### config.mk
export PLATFORM = sky130hd
export DESIGN_NAME = prio_irq_ctrl
export DESIGN_NICKNAME = d
export VERILOG_FILES = /design/src/rtl/prio_irq_ctrl.sv
export SDC_FILE = /design/constraint.sdc
export NUM_CORES = 1
export LEC_CHECK = 0
export ABC_AREA = 1
export CAP_MARGIN = 20
export CORE_ASPECT_RATIO = 0.9
export CORE_UTILIZATION = 30
export DETAILED_ROUTE_END_ITERATION = 10
export PLACE_DENSITY_LB_ADDON = 0.25
export SLEW_MARGIN = 0
export SYNTH_ARGS = -nofsm -noshare
export SYNTH_HDL_FRONTEND = slang
export SYNTH_SLANG_ARGS = --single-unit
### constraint.sdc
create_clock -name clk -period 16 [get_ports clk]
set_input_delay 4 -clock clk [delete_from_list [all_inputs] [get_ports clk]]
set_output_delay 4 -clock clk [all_outputs]
set_load 0.1 [all_outputs]
### src/rtl/prio_irq_ctrl.sv
module prio_irq_ctrl #(
  parameter int NSRC = 16,
  parameter int IDW = $clog2(NSRC),
  parameter logic [NSRC-1:0] FORCED_SRC = NSRC'(7),
  localparam int DW = 2 * NSRC
) (
  input  logic            clk,
  input  logic            rst,
  input  logic [NSRC-1:0] src_pulse,
  input  logic            reg_we,
  input  logic [1:0]      reg_op,
  input  logic [DW-1:0]   reg_wdata,
  input  logic            ack,
  output logic            irq_valid,
  output logic [IDW-1:0]  irq_id,
  output logic [NSRC-1:0] pending
);
  localparam logic [1:0] OP_REQ = 2'b00, OP_EN = 2'b01, OP_PRIO = 2'b10;

  logic [NSRC-1:0] req_q, en_q, req_n, en_n, ack_clr, sw_keep;
  logic [DW-1:0]   prio_q, prio_n;
  logic [1:0]      best, lvl;
  logic [IDW-1:0]  win_id;
  logic            win_found, hold;

  assign ack_clr = (irq_valid && ack) ? (NSRC'(1) << irq_id) : '0;
  assign sw_keep = (reg_we && reg_op == OP_REQ) ? reg_wdata[NSRC-1:0] : '1;
  assign req_n   = (req_q & ~ack_clr & sw_keep) | src_pulse;
  assign en_n    = (reg_we && reg_op == OP_EN) ? reg_wdata[NSRC-1:0] : en_q;
  assign prio_n  = (reg_we && reg_op == OP_PRIO) ? reg_wdata : prio_q;
  assign pending = req_q;

  always_comb begin
    best = 2'd0;
    win_id = '0;
    for (int i = NSRC - 1; i >= 0; i--) begin
      lvl = FORCED_SRC[i] ? 2'd3 : prio_n[2*i +: 2];
      if (req_n[i] && en_n[i] && lvl != 2'd0 && lvl >= best) begin
        best = lvl;
        win_id = IDW'(i);
      end
    end
    win_found = (best != 2'd0);
  end

  assign hold = irq_valid && !ack && req_n[irq_id] && en_n[irq_id] &&
                (FORCED_SRC[irq_id] || prio_n[{irq_id, 1'b0} +: 2] != 2'd0);

  always_ff @(posedge clk) begin
    if (rst) begin
      req_q <= '0;
      en_q <= '0;
      prio_q <= '0;
      irq_valid <= 1'b0;
      irq_id <= '0;
    end else begin
      req_q <= req_n;
      en_q <= en_n;
      prio_q <= prio_n;
      if (!hold) begin
        irq_valid <= win_found;
        irq_id <= win_id;
      end
    end
  end

  assert_pulse_latched_R1: assert property (@(posedge clk) disable iff (rst)
    src_pulse != '0 |=> (($past(src_pulse) & ~pending) == '0));

  assert_ack_clears_R6: assert property (@(posedge clk) disable iff (rst)
    (irq_valid && ack && !src_pulse[irq_id]) |=> !pending[$past(irq_id)]);

  assert_mask_clear_R7: assert property (@(posedge clk) disable iff (rst)
    (reg_we && reg_op == OP_REQ && !ack) |=>
      ((pending & ~($past(req_q) & $past(reg_wdata[NSRC-1:0])) & ~$past(src_pulse)) == '0));

  assert_presented_pending_R9: assert property (@(posedge clk) disable iff (rst)
    irq_valid |-> pending[irq_id]);

  assert_id_held_R9: assert property (@(posedge clk) disable iff (rst)
    (irq_valid && !ack && !reg_we) |=> (irq_valid && $stable(irq_id)));
endmodule

Word level (Yosys, flattened, before mapping)
Memories as Yosys holds them, arrays and structs flattened. A register that Yosys moved wholly into a read port is not among the register bits.
Index checks and enable logic that the tools add are counted.

cells by class
  equality and inequality tests = 2
  add/subtract/negate cells = 0
  div/mod/pow operators = 0
  bitwise gates (word level) = 4
  reduce and logical (&&, ||, !) cells = 71
  mux-type cells = 43
  magnitude comparators = 17
  shift-type cells = 2
  multiply operators = 0

operators with widths
  kind                                                                number
  two-way mux 4 bit                                                   18
  logical AND 1 bit                                                   53
  two-way mux 16 bit                                                  3
  bitwise AND 16 bit                                                  2
  two-way mux 2 bit                                                   16
  two-way mux 32 bit                                                  1
  variable part select 32 x 6 -> 2 bit                                1
  nonzero test 2 bit                                                  15
  greater-or-equal comparator 2 bit                                   12
  NOT 16 bit                                                          1
  bitwise OR 16 bit                                                   1
  << shifter 1 x 4 -> 16 bit (first input constant)                   1
  binary-select mux 1 bit (select 4 bit)                              2
  greater-or-equal comparator 2 bit (first input constant)            3
  less-than comparator 4 x 5 -> 1 bit (second input constant)         1
  two-way mux 1 bit                                                   3
  == test 2 x 1 -> 1 bit (second input constant)                      1
  == test 2 bit (second input constant)                               1
  greater-or-equal comparator 2 x 1 -> 1 bit (second input constant)  1
  zero test 2 bit                                                     1
  zero test 1 bit                                                     1
  logical OR 1 bit                                                    1

word-level totals
  output and inout bits = 21
  logic and storage cells = 145
  bits in read-only memories = 16
  input port bits = 54
  memories = 1
  memory bits (writable) = 0
  bits in latches = 0
  register bits = 69

memories
  memory           words  bits a word  rd ports  clocked after Yosys merged registers in  wr ports  RTL line  text
  (no name shown)  16     1            1         1                                        0         47        (FORCED_SRC[irq_id] || prio_n[{irq_id, 1'b0} +: 2] != 2'd0);

Depth between registers and ports, before layout
Gate-level depths: netlist (run 1).

  word-level depth = 57
  mapped depth = 106
  depth with buffers taken out = 105

Worst setup path after synthesis (run 1)
OpenSTA, ideal clock, no wires.

  kind = input to register
  start = input ack
  end = register (tool-made name)
  data required time = 15.881 ns
  slack = 0.985 ns
  cell stages on the path = 94
  arrival = 14.896 ns
  setup time = 0.119 ns
  path buffers = 0
  path through = nand2_1 > nor2_2 > nand2_1 > nand3_1 > nand2_1 > nand3_1 > nor2_1 > ha_1 > o21ai_0 > nand2_1 > nand2_1 > nor2_8 > nand2_4 > nand2_1 > o21ai_1 > ha_1 > nor2_1 > a21oi_1 > [58 not listed] > ha_1 > nor3_1 > nor4_1 > nand2_2 > nand3_1 > nand2_1 > ha_1 > o21a_1 > o2111ai_1 > nand2_1 > nor2_1 > inv_1 > nor2_1 > nand4_1 > nor2_1 > o21ai_1 > nand2_1 > a21oi_2

RTL lines
  element          RTL line  text
  start, declared  13        input logic ack,

==> results.py, run 1 <==
metrics = {
    "status": {
        "status": "finished, final reports clean",
    },
    "yosys": {
        "syn-mean-instance-area_um2": 6.34,
        "ys_warn_count": 0,
        "synth_top_cell_by_area": "dfxtp_1",
        "synth_top_cell_area_share_pct": 31.0,
        "synth_area_leaders": "dfxtp_1 (31%), nand2_1 (15%), inv_1 (9.7%)",
        "synth_area_um2": 4520,
        "synth-edff-count": 0,
        "synthCells": 714,
        "synth.most_common_cell": "nand2_1",
        "synth-seq-cells": 70,
        "syn-num-nets": 782,
        "synthTopCellsByCount": "nand2_1 (179), inv_1 (117), nor2_1 (97), dfxtp_1 (70), nand3_1 (35)",
        "async_flop_share_pct": 0,
        "yosysUniqueCellTypes": 44,
        "seq_area_frac_synth_pct": 31.0,
        "synth_ff_type": "dfxtp_1",
    },
    "worst_setup_path": {
        "critPathMaxFanout": 3,
        "worst_path_most_repeated_cell": "nand2_1",
        "crit_arrival_ns": 15.54,
        "cpPeakStageDelay_ns": 0.45,
        "rrSetupSlack_ns": 3.70,
        "end_kind": "register",
        "path_class": "in2reg",
        "crit_path_top_delay_cell": "clkdlybuf4s50_1",
        "cp.required_ns": 16.24,
        "worstRegToRegCells": 95,
        "rr_startpoint": "irq_id[2]$_SDFFE_PP0N_",
        "cp-start-kind": "primary input",
    },
    "timing": {
        "max_slew_margin_pct": 34.8,
        "final_max_slew_viol_count": 0,
        "setup_viol": 0,
        "finalClockSkew_ns": 0.00565,
        "final_hold_viol_count": 0,
        "fmax_mhz": 65.3,
        "finalCritPeriodShare_pct": 95.6,
        "setup_ws_ns": 0.698,
        "worst_slew_pin_slew_ns": 0.975,
        "layout_min_cycle_time_ns": 15.30,
        "whs_ns": 0.497,
    },
    "clock_tree": {
        "root_buffer": "clkbuf_16",
        "clock_latency_ns": 0.35,
        "clock-sinks": 70,
        "cts_inserted_buffers": 9,
        "path_clk_slew_ns": 0.06,
        "cts_hold_buf": 0,
        "cts_tree": "built",
        "htree_levels": 3,
        "clockBufferDepth": 2,
    },
    "route": {
        "vias_per_cell": 4.72,
        "drt_iter0_markers": 356,
        "wl_per_cell_um": 14.4,
        "dr.pass1.iters": 7,
        "ant_nets": 0,
        "drcViolationCount": 0,
        "wl_um": 14800,
        "vias": 4827,
    },
    "grt": {
        "grt_pass1_vias": 4314,
        "grt_use_total_pct": 19.0,
        "overflow": 0,
        "grt_pass1_wl_um": 22600,
        "antenna_found_initial": 0,
        "grt_max_degree": 67,
    },
    "power": {
        "powerDensity_nw_per_um2": 90.8,
        "power.total_uw": 571,
        "p_leak_nw": 3.00,
        "peakVddDrop_mv": 0.0528,
    },
    "placement": {
        "place_ws_ns": -0.381,
        "io_buffers": 74,
        "routabilityCongestion": 0.852,
        "hpwl_um": 11000,
    },
    "floorplan": {
        "placementRows": 42,
        "ios": 75,
        "die_w_um": 131,
        "initial_core_util_pct": 30.7,
        "die_h_um": 119,
        "fp.coreArea_um2": 14700,
        "floorplan.die_area_um2": 15600,
    },
    "finish": {
        "syn_to_final_growth_pct": 38.9,
        "fin_util_pct": 42.7,
        "drive_above_1_share_pct": 20.1,
        "nNetsFinal": 889,
        "diodes": 0,
    },
    "hold_path": {
        "worstHoldPathCells": 2,
        "min_to": "prio_q[2]$_SDFF_PP0_",
        "hp-class": "reg2reg",
        "worstHoldStart": "prio_q[2]$_SDFF_PP0_",
    },
    "flow_run": {
        "max-cap-violations": 0,
    },
}
-- layout by cell type, fill, tap and decap left out, drive strengths merged --
cell type	synthesis	final
buf	11	41
nor2	106	106
o22ai	7	7
nor4	1	1
a21oi	21	21
a211oi	2	2
o221ai	4	4
o211ai	7	7
dlymetal6s2s	0	4
nand3	40	40
nand2	198	198
a31o	1	1
mux2i	3	3
or2	12	12
nand4	7	7
bufinv	0	2
clkdlybuf4s50	0	68
o21a	9	9
a221oi	1	1
clkbuf	7	11
dfxtp	70	70
inv	122	122
nor3	3	3
o31ai	1	1
o21ai	51	51
clkinv	0	1
o2111ai	3	3
clkinvlp	0	1
ha	14	14
nand3b	2	2
and2	4	4
a31oi	7	7
-- metal layers --
layer  global-route usage, %  share of wire [%]
met1                    25.9                 48
met2                    29.6                 45
met3                    3.22                5.6
met4                    7.49                1.9
met5                       0                  0
-- state kept, by name (all words and copies together) (netlist names), named ones only --
register	cells
en_q	16
irq_id	4
prio_q	32
irq_valid	1
pending	16
-- through the flow --
step | setup TNS, ns | cell area [um2] | std cells
2_1_floorplan | 0 | 4520 | 714
3_3_place_gp | -0.131 | 5580 | 991
3_5_place_dp | -0.837 | 5580 | 991
4_1_cts | 0 | 5900 | 1005
5_1_grt | -0.307 | 6280 | 1022
6_report | 0 | 6280 | 1022
-- where the power goes --
group	total [mW]	internal, mW	switching, mW
clock network	0.217	0.139	0.0782
registers	0.191	0.185	0.00600
logic	0.163	0.0557	0.108
total	0.571	0.379	0.192
-- cells by family after synthesis --
| kind of cell | Yosys count | share of synthesized area (%) |
|---|---|---|
| buffers and inverters | 140 | 12.3 |
| and+or+nand+nor | 373 | 36.5 |
| AOI/OAI and AO/OA | 114 | 15.7 |
| DFF | 70 | 31.0 |
| muxes | 3 | 0.747 |
| adders and majority gates | 14 | 3.87 |
-- worst max-delay path, delay by kind of cell --
kind | cells | cell delay (ns)
buffers and inverters | 11 | 1.03
AOI/OAI and AO/OA | 15 | 1.90
adders and majority gates | 12 | 3.13
and+or+nand+nor | 56 | 5.46
-- worst max path at each step --
stage	start	to	slack (ns)	cells past startpoint
2_1_floorplan	ack	register	0.98	94
3_3_place_gp	reg_we	register	-0.13	93
3_5_place_dp	reg_op[0]	register	-0.38	93
4_1_cts	reg_op[0]	register	0.07	93
5_1_grt	reg_wdata[30]	register	-0.16	92
6_report	reg_wdata[30]	register	0.70	94
-- layout make-up --
class,instances,area [um2]
Fill cell,1555,8430
Sequential cell,70,1400
Clock buffer,10,239
Tap cell,198,248
Multi-Input combinational cell,504,2810
Timing Repair Buffer,114,1050
Inverter,122,458
Clock inverter,4,72.6
-- timing repair --
item | in CTS | in global routing
setup buffers | 0 | 17
endpoints found under the setup margin | 1 | 6
pin swaps | 0 | 51
endpoints found under the hold margin | 0 | 0
gates resized for setup | 1 | 68
Note: power is estimated with default switching activity, not from simulation.
==> inputs of run 2 (changes only) <==
- PLACE_DENSITY_LB_ADDON: 0.25 -> 0.05
==> run 2 against run 1 <==
Compared with the run above: non-clock buffer count stayed put; final cell count is 0.20% higher; wire length is 6.8% higher; total power is 5.2% higher; clock power is 12% higher; largest power group unchanged; sequential power hardly changed.
==> results.py, run 2 (synthesis gave the netlist of run 1 again) <==
metrics = {
    "status": {
        "status": "finished, final reports clean",
    },
    "power": {
        "power.total_uw": 600,
        "p_leak_nw": 2.98,
        "peakVddDrop_mv": 0.0492,
        "powerDensity_nw_per_um2": 94.7,
    },
    "route": {
        "ant_nets": 0,
        "vias": 4864,
        "drcViolationCount": 0,
        "dr.pass1.iters": 5,
        "wl_per_cell_um": 15.4,
        "vias_per_cell": 4.75,
        "wl_um": 15800,
        "drt_iter0_markers": 317,
    },
    "grt": {
        "grt_pass1_vias": 4512,
        "grt_use_total_pct": 20.4,
        "grt_max_degree": 67,
        "overflow": 0,
        "antenna_found_initial": 0,
        "grt_pass1_wl_um": 24200,
    },
    "worst_setup_path": {
        "end_kind": "register",
        "cp.required_ns": 16.24,
        "rrSetupSlack_ns": 3.75,
        "path_class": "in2reg",
        "crit_path_top_delay_cell": "clkdlybuf4s50_1",
        "worstRegToRegCells": 92,
        "rr_startpoint": "irq_id[2]$_SDFFE_PP0N_",
        "critPathBufInv": 11,
        "critPathMaxFanout": 4,
        "cp-start-kind": "primary input",
        "critPathTopFamily": "simple AND/OR/NAND/NOR gates",
        "path_depth": 90,
        "worst_path_most_repeated_cell": "nand2_1",
        "startpoint": "reg_wdata[15]",
        "crit_arrival_ns": 15.54,
        "cpPeakStageDelay_ns": 0.47,
    },
    "timing": {
        "final_hold_viol_count": 0,
        "finalCritPeriodShare_pct": 95.6,
        "fmax_mhz": 65.4,
        "final_max_slew_viol_count": 0,
        "max_slew_margin_pct": 34.5,
        "worst_slew_pin_slew_ns": 0.979,
        "finalClockSkew_ns": 0.00630,
        "setup_viol": 0,
        "layout_min_cycle_time_ns": 15.30,
    },
    "hold_path": {
        "worstHoldPathCells": 2,
        "hp-class": "reg2reg",
    },
    "finish": {
        "diodes": 0,
        "nNetsFinal": 889,
        "final_cell_mix": "nand2_1 (165), inv_1 (114), nor2_1 (92)",
        "regMostFlops": "prio_q",
        "syn_to_final_growth_pct": 40.0,
        "largest_reg_flops": 32,
        "final_common_cell": "nand2_1",
        "fin_util_pct": 43.1,
        "fillers": 1566,
        "drive_above_1_share_pct": 20.8,
        "postLayoutCellArea_um2": 6340,
    },
    "flow_run": {
        "max-cap-violations": 0,
    },
    "clock_tree": {
        "path_clk_slew_ns": 0.06,
        "cts_tree": "built",
        "root_buffer": "clkbuf_16",
        "clock_latency_ns": 0.35,
        "clockBufferDepth": 2,
        "htree_levels": 3,
        "cts_inserted_buffers": 9,
        "cts_hold_buf": 0,
        "clock-sinks": 70,
    },
    "placement": {
        "routabilityCongestion": 0.866,
        "dpl-instance-area_um2": 5580,
        "hpwl_um": 11900,
        "io_buffers": 74,
    },
    "floorplan": {
        "placementRows": 42,
        "die_w_um": 131,
        "ios": 75,
        "floorplan.die_area_um2": 15600,
        "die_h_um": 119,
        "initial_core_util_pct": 30.7,
        "fp.coreArea_um2": 14700,
    },
}
## run 2: cell types whose count changed in the layout (fill, tap and decap cells not counted), moves of 2 or more
| cell | delta |
|---|---|
| nand2_2 | +3 |
| buf_4 | +2 |
| o21ai_0 | +2 |
| buf_6 | -2 |
| nand2_1 | -3 |
| nor2_4 | +2 |
| dlygate4sd2_1 | +3 |
| dlymetal6s2s_1 | -4 |
## run 2: worst reg2reg max path: cells and delay by family (launching register included)
| kind | cells | cell delay (ns) |
|---|---|---|
| AND/OR/NAND/NOR | 58 | 5.80 |
| adder cells (fa/ha/maj) | 12 | 3.18 |
| AO/OA/AOI/OAI | 13 | 1.79 |
| buffers and inverters | 9 | 0.78 |
| flip-flops | 1 | 0.59 |
## run 2: metrics by stage
step,hold WS (ns),worst slack [ns],instances,TNS (ns)
finish,0.503,0.698,1024,0
global placement,0.484,-0.346,990,-0.944
global route,0.538,-0.187,1024,-0.271
floorplan,0.460,0.985,714,0
CTS,0.508,0.0245,1009,0
detailed placement,0.494,-0.575,990,-2.03
## run 2: metal layers
layer / share of wire (%) / GRT usage, % / vias to the layer above
li1: - / - / 2472
met1: 49 / 28.8 / 2247
met2: 45 / 31.6 / 140
met3: 5.7 / 4.55 / 5
met4: 0.65 / 4.29 / 0
met5: 0 / 0 / -
## run 2: power breakdown
part           internal, mW  leakage, nW  switching (mW)
logic                0.0556         2.24           0.110
clock network         0.161        0.168          0.0832
registers             0.184        0.575         0.00633
## run 2: repair_timing
item,4_1_cts,5_1_grt
setup endpoints to repair,4,6
hold endpoints to repair,0,0
setup buffers,3,15
pin swaps,5,46
resized for setup,9,63
## run 2: cell type report
type                    instances  area [um2]  area share [%]
repair buffers                114        1030            16.3
clock buffers                  11         253            3.99
multi-input cells             504        2840            44.8
flip-flops and latches         70        1400            22.1
clock inverters                 5         105            1.66
well taps                     198         248            3.91
inverters                     122         458            7.23
## run 2: how the worst min path moves through the flow
stage / startpoint / to
detailed placement: prio_q[2]$_SDFF_PP0_ / prio_q[2]$_SDFF_PP0_
finish: pending[15]$_SDFF_PP0_ / pending[15]$_SDFF_PP0_
floorplan: prio_q[2]$_SDFF_PP0_ / prio_q[2]$_SDFF_PP0_
CTS: prio_q[2]$_SDFF_PP0_ / prio_q[2]$_SDFF_PP0_
global placement: prio_q[2]$_SDFF_PP0_ / prio_q[2]$_SDFF_PP0_
global route: pending[15]$_SDFF_PP0_ / pending[15]$_SDFF_PP0_
